===== src/rtl/sbt_pkg.sv =====
package sbt_pkg;
  typedef enum logic {
    STB_LOW  = 1'b0,
    STB_HIGH = 1'b1
  } stb_level_e;

  function automatic int unsigned max2(input int unsigned a, input int unsigned b);
    return (a > b) ? a : b;
  endfunction

  function automatic int unsigned cnt_width(input int unsigned sat);
    return (sat < 2) ? 1 : $clog2(sat + 1);
  endfunction
endpackage


===== src/rtl/sbt_since_cnt.sv =====
module sbt_since_cnt #(
  parameter int unsigned SAT = 4,
  parameter int unsigned W   = 3
) (
  input  logic         clk,
  input  logic         rst_n,
  input  logic         restart,
  output logic [W-1:0] value
);
  // Cycles elapsed since the last restart, as seen before the next edge.
  always_ff @(posedge clk) begin
    if (!rst_n)                 value <= W'(SAT);
    else if (restart)           value <= W'(1);
    else if (value != W'(SAT))  value <= value + 1'b1;
  end
endmodule


===== src/rtl/sbt_word_stage.sv =====
module sbt_word_stage #(
  parameter int unsigned DATA_W  = 16,
  parameter int unsigned T_SETUP = 2,
  parameter int unsigned SAT     = 4,
  parameter int unsigned W       = 3
) (
  input  logic              clk,
  input  logic              rst_n,
  input  logic [DATA_W-1:0] in_data,
  input  logic              in_valid,
  output logic              in_ready,
  input  logic              hold_ok,
  input  logic              fire,
  output logic [DATA_W-1:0] bus_data,
  output logic              setup_ok
);
  logic         loaded_q;
  logic         take;
  logic [W-1:0] age;

  assign in_ready = !loaded_q && hold_ok;
  assign take     = in_ready && in_valid;

  always_ff @(posedge clk) begin
    if (!rst_n) begin
      loaded_q <= 1'b0;
      bus_data <= '0;
    end else if (take) begin
      loaded_q <= 1'b1;
      bus_data <= in_data;
    end else if (fire) begin
      loaded_q <= 1'b0;
    end
  end

  sbt_since_cnt #(.SAT(SAT), .W(W)) u_age (
    .clk     (clk),
    .rst_n   (rst_n),
    .restart (take),
    .value   (age)
  );

  assign setup_ok = loaded_q && (age >= W'(T_SETUP));
endmodule


===== src/rtl/sbt_edge_pacer.sv =====
module sbt_edge_pacer
  import sbt_pkg::*;
#(
  parameter int unsigned T_CYC  = 2,
  parameter int unsigned T_PAIR = 4,
  parameter int unsigned T_HOLD = 1,
  parameter int unsigned SAT    = 4,
  parameter int unsigned W      = 3,
  parameter int unsigned CNT_W  = 16
) (
  input  logic             clk,
  input  logic             rst_n,
  input  logic             fire,
  output logic             space_ok,
  output logic             hold_ok,
  output logic             bus_strobe,
  output logic [CNT_W-1:0] word_count
);
  logic [W-1:0] since_last;
  logic [W-1:0] since_prev;
  stb_level_e   level_q;

  sbt_since_cnt #(.SAT(SAT), .W(W)) u_last (
    .clk     (clk),
    .rst_n   (rst_n),
    .restart (fire),
    .value   (since_last)
  );

  // Distance to the edge before the last one: same polarity as the next edge.
  always_ff @(posedge clk) begin
    if (!rst_n) begin
      since_prev <= W'(SAT);
    end else if (fire) begin
      since_prev <= (since_last == W'(SAT)) ? W'(SAT) : since_last + 1'b1;
    end else if (since_prev != W'(SAT)) begin
      since_prev <= since_prev + 1'b1;
    end
  end

  always_ff @(posedge clk) begin
    if (!rst_n) begin
      level_q    <= STB_HIGH;
      word_count <= '0;
    end else if (fire) begin
      level_q    <= (level_q == STB_HIGH) ? STB_LOW : STB_HIGH;
      word_count <= word_count + 1'b1;
    end
  end

  assign bus_strobe = level_q;
  assign space_ok   = (since_last >= W'(T_CYC)) && (since_prev >= W'(T_PAIR));
  assign hold_ok    = since_last >= W'(T_HOLD);
endmodule


===== src/rtl/sbt_burst_tx.sv =====
module sbt_burst_tx
  import sbt_pkg::*;
#(
  parameter int unsigned DATA_W  = 16,
  parameter int unsigned CNT_W   = 16,
  parameter int unsigned T_SETUP = 2,
  parameter int unsigned T_HOLD  = 1,
  parameter int unsigned T_CYC   = 2,
  parameter int unsigned T_PAIR  = 2 * T_CYC,
  parameter int unsigned T_START = 2
) (
  input  logic              clk,
  input  logic              rst_n,
  input  logic [DATA_W-1:0] in_data,
  input  logic              in_valid,
  output logic              in_ready,
  input  logic              host_rdy,
  input  logic              host_stop,
  output logic [DATA_W-1:0] bus_data,
  output logic              bus_strobe,
  output logic [CNT_W-1:0]  word_count
);
  localparam int unsigned SAT = max2(max2(T_SETUP, T_HOLD), max2(T_CYC, T_PAIR));
  localparam int unsigned W   = cnt_width(SAT);

  if (T_SETUP < 1 || T_HOLD < 1 || T_CYC < 1 || T_START < 1) begin : g_bad_limit
    $error("sbt_burst_tx: timing limits must be at least one cycle");
  end
  if (T_PAIR < 2 * T_CYC) begin : g_bad_pair
    $error("sbt_burst_tx: same-polarity spacing below twice the edge spacing");
  end

  logic host_go;
  logic setup_ok;
  logic space_ok;
  logic hold_ok;
  logic fire;

  assign host_go = host_rdy && !host_stop;
  assign fire    = setup_ok && space_ok && host_go;

  sbt_word_stage #(
    .DATA_W (DATA_W),
    .T_SETUP(T_SETUP),
    .SAT    (SAT),
    .W      (W)
  ) u_stage (
    .clk      (clk),
    .rst_n    (rst_n),
    .in_data  (in_data),
    .in_valid (in_valid),
    .in_ready (in_ready),
    .hold_ok  (hold_ok),
    .fire     (fire),
    .bus_data (bus_data),
    .setup_ok (setup_ok)
  );

  sbt_edge_pacer #(
    .T_CYC (T_CYC),
    .T_PAIR(T_PAIR),
    .T_HOLD(T_HOLD),
    .SAT   (SAT),
    .W     (W),
    .CNT_W (CNT_W)
  ) u_pacer (
    .clk        (clk),
    .rst_n      (rst_n),
    .fire       (fire),
    .space_ok   (space_ok),
    .hold_ok    (hold_ok),
    .bus_strobe (bus_strobe),
    .word_count (word_count)
  );
endmodule


===== config.mk =====
export PLATFORM = sky130hd
export DESIGN_NAME = sbt_burst_tx
export DESIGN_NICKNAME = d
export VERILOG_FILES = /design/src/rtl/sbt_pkg.sv /design/src/rtl/sbt_since_cnt.sv /design/src/rtl/sbt_word_stage.sv /design/src/rtl/sbt_edge_pacer.sv /design/src/rtl/sbt_burst_tx.sv
export SDC_FILE = /design/constraint.sdc
export NUM_CORES = 1
export LEC_CHECK = 0
export CORE_MARGIN = 2
export CORE_UTILIZATION = 35
export DETAILED_ROUTE_END_ITERATION = 10
export GPL_ROUTABILITY_DRIVEN = 0
export PLACE_DENSITY = 0.64
export SYNTH_ARGS = -nofsm -noshare
export SYNTH_HDL_FRONTEND = slang
export SYNTH_SLANG_ARGS = --single-unit

===== constraint.sdc =====
create_clock -name clk -period 2.76 [get_ports clk]
set_clock_uncertainty 0.05 [all_clocks]
set_input_delay 0.828 -clock clk [delete_from_list [all_inputs] [get_ports clk]]
set_output_delay 0.828 -clock clk [all_outputs]
set_load 0.02 [all_outputs]

==> results.toml <==
[clock_network]
cts_buffers = 5
clkSinkCount = 43
postCtsSetupBuffers = 0
cts_buffer_depth = 2
cts_tree = "built"
ctsHoldBuffers = 0
cts-root-buf = "clkbuf_8"
htreeDepth = 2
clock_latency_ns = 0.30
path_clk_slew_ns = 0.08

[die]
die_width_um = 78.3
start_util_pct = 35.7
die_area_mm2 = 0.00613
dieHeight_um = 78.3
coreArea_mm2 = 0.00541
io_pins = 55
rows = 27

[setup_path]
end_kind = "output pin"
cp_max_fo = 6
path_class = "reg -> out"
worstPathRequired_ns = 1.88
r2r_start = "u_pacer.u_last.value[0]"
reg2reg_slack_ns = 0.67
cp.arrival_ns = 1.71
reg2reg_to = "u_pacer.word_count[8]"
startpoint_type = "register"
rr_worst_depth = 7

[routing]
wl_per_cell_um = 12.0
drc = 0
vias = 1693
antenna_left = 0
wl_mm = 4.12
avgViaCountPerCell = 4.95
first_pass_iters = 4
drtIter0Drc = 65

[final_layout]
area_growth_pct = 39.9
drive_gt1_share_pct = 7.04
seqCellArea_um2 = 861
final-instance-count-excl-fill = 342
fin_area_mm2 = 0.00270
num_antenna_cells = 0
final_util_pct = 50.0
multi_input_area_um2 = 996
layout.nets = 299
fillers = 531

[power_and_ir_drop]
comb_power_share_pct = 22.3
power.leakage_uw = 0.000986
ir_worst_vdd_uv = 368
p_seq_share_pct = 45.1
clockPowerShare_pct = 32.6
p_int_uw = 1140
power_density_mw_per_mm2 = 583
p_total_uw = 1580
p_switching_uw = 434
swShare_pct = 27.5

[grt]
grt.total_usage_pct = 14.2
grt_max_degree = 37
overflow = 0
antenna_found_initial = 0
grt_pass1_vias = 1561
grt_pass1_wl_mm = 6.94

[worst_hold_path]
whs_path_depth = 2
min_from = "u_pacer.word_count[15]"
worstHoldEndpoint = "u_pacer.word_count[15]"
hp-class = "reg -> reg"

[sta]
setup_viol = 0
period_minus_slack_ns = 2.59
slew_viol_final = 0
fmax_ghz = 0.387
maxSlewHeadroom_pct = 65.8
finalHoldViolCount = 0
fin_crit_sh_pct = 93.7
setup_slack_ns = 0.173
rsz0062_at_grt = "false"
worst_slew_pin_slew_ns = 0.509

[placed_design]
place_area_mm2 = 0.00258
dpl.cell_count = 334
pre_cts_ws_ns = -0.000682
dp_hpwl_mm = 2.95
io_buffer_count = 54

[yosys]
synth_nets = 239
yosysTopAreaCell = "dfxtp_1"
syn_inst = 209
syn-mean-instance-area_um2 = 9.24
synth_cell_type_count = 32
synth_flop_cell = "dfxtp_1"
ys_seq_area_share_pct = 44.6
synthTopCellsByArea = "dfxtp_1 45%, mux2i_1 10%, ha_1 5.8%, nor2_1 4.9%, xnor2_1 3.6%"
synth_edf_count = 0
ys_async_sr_fraction_pct = 0
ys_ff_latch = 43
yosys.area.top_type_share_pct = 44.6
ys_warn_count = 0
synth_area_mm2 = 0.00193

[run]
drv_cap = 0

[run_status]
status = "completed"
==> how the worst max path moves through the flow <==
stage	slack, ns	cells past startpoint	from	endpoint
final	0.17	6	u_pacer.u_last.value[1]	in_ready
after global routing	0.007	6	u_pacer.u_last.value[1]	in_ready
after CTS	0.15	6	u_pacer.u_last.value[1]	in_ready
after detailed placement	-0.0007	6	host_stop	u_pacer.word_count[11]
after global placement	0.02	6	host_stop	u_pacer.word_count[15]
after floorplan	0.49	6	host_stop	u_pacer.word_count[13]
==> cells in the mapped netlist (2+ instances only) <==
cell type / n
a21oi_1: 13
and4_1: 2
buf_2: 3
clkbuf_1: 5
dfxtp_1: 43
ha_1: 9
inv_1: 7
mux2i_1: 20
nand2_1: 15
nand2b_1: 2
nand3_1: 8
nand3b_1: 4
nand4_1: 3
nor2_1: 25
nor3_1: 4
nor4_1: 6
o211ai_1: 2
o21ai_0: 4
o31ai_1: 8
or4_1: 7
xnor2_1: 8
==> critical path, stage by stage, from the launching register on <==
cell and delay [ns]:
dfxtp_1 0.43, inv_1 0.09, ha_1 0.18, nor4_1 0.18, buf_4 0.16, nor2_1 0.03, dlygate4sd2_1 0.33
==> area by class of cell <==
type / count / area share, %
Multi-Input combinational cell: 148 / 36.9
Sequential cell: 43 / 31.9
Timing Repair Buffer: 63 / 22.5
Tap cell: 72 / 3.33
Clock buffer: 6 / 3.06
Clock inverter: 2 / 1.30
Inverter: 8 / 1.11
==> cell usage in the layout, fill, tap and decap left out, types with 3 or more instances in the layout <==
| cell type | instances |
|---|---|
| nand2_1 | 15 |
| clkbuf_8 | 6 |
| or4_1 | 7 |
| clkdlybuf4s50_1 | 53 |
| nor4_1 | 6 |
| o21ai_0 | 4 |
| o31ai_1 | 8 |
| ha_1 | 9 |
| nor3_1 | 4 |
| buf_4 | 9 |
| dfxtp_1 | 43 |
| nand3_1 | 8 |
| xnor2_1 | 8 |
| a21oi_1 | 13 |
| nand3b_1 | 4 |
| inv_1 | 7 |
| nand4_1 | 3 |
| nor2_1 | 25 |
| mux2i_1 | 20 |
==> stage by stage <==
stage | hold slack [ns] | TNS, ns
final | 0.441 | 0
after global routing | 0.474 | 0
after CTS | 0.448 | 0
after detailed placement | 0.432 | -0.000682
after global placement | 0.412 | 0
after floorplan | 0.434 | 0
==> logic make-up (layout without fill, tap and decap cells) <==
kind of cell / Yosys count / after routing / share of synthesized area [%]
and+or+nand+nor: 81 / 81 / 21.9
DFF: 43 / 43 / 44.6
buffers and inverters: 18 / 79 / 4.08
xor gates and xnor gates: 8 / 8 / 3.63
adders and majority gates: 9 / 9 / 5.83
muxes: 20 / 20 / 10.4
AOI/OAI and AO/OA: 30 / 30 / 9.59
==> timing repair <==
action,4_1_cts,5_1_grt
endpoints found under the setup margin,1,0
hold endpoints to repair,0,0
resized for setup,1,0
==> flip-flops by register name (all words and copies together) (netlist names) <==
| name | count |
|---|---|
| u_pacer.u_last.value | 3 |
| u_stage.loaded_q | 1 |
| u_pacer.word_count | 16 |
| u_pacer.since_prev | 3 |
| u_stage.bus_data | 16 |
| u_pacer.bus_strobe | 1 |
| u_stage.u_age.value | 3 |
==> power groups by stage <==
stage	clock network [uW]	logic (uW)	registers [uW]
finish	514	351	710
global route	560	397	719
CTS	534	358	711
detailed placement	0	357	725
global placement	0	350	724
floorplan	0	216	742
==> per-layer routing <==
metal	track usage [%]	wire length [um]
met4	5.26	47
met2	21.6	1790
met1	18.1	1940
met5	0	0
met3	5.75	335
No activity file was read; power rests on OpenSTA's default activity.
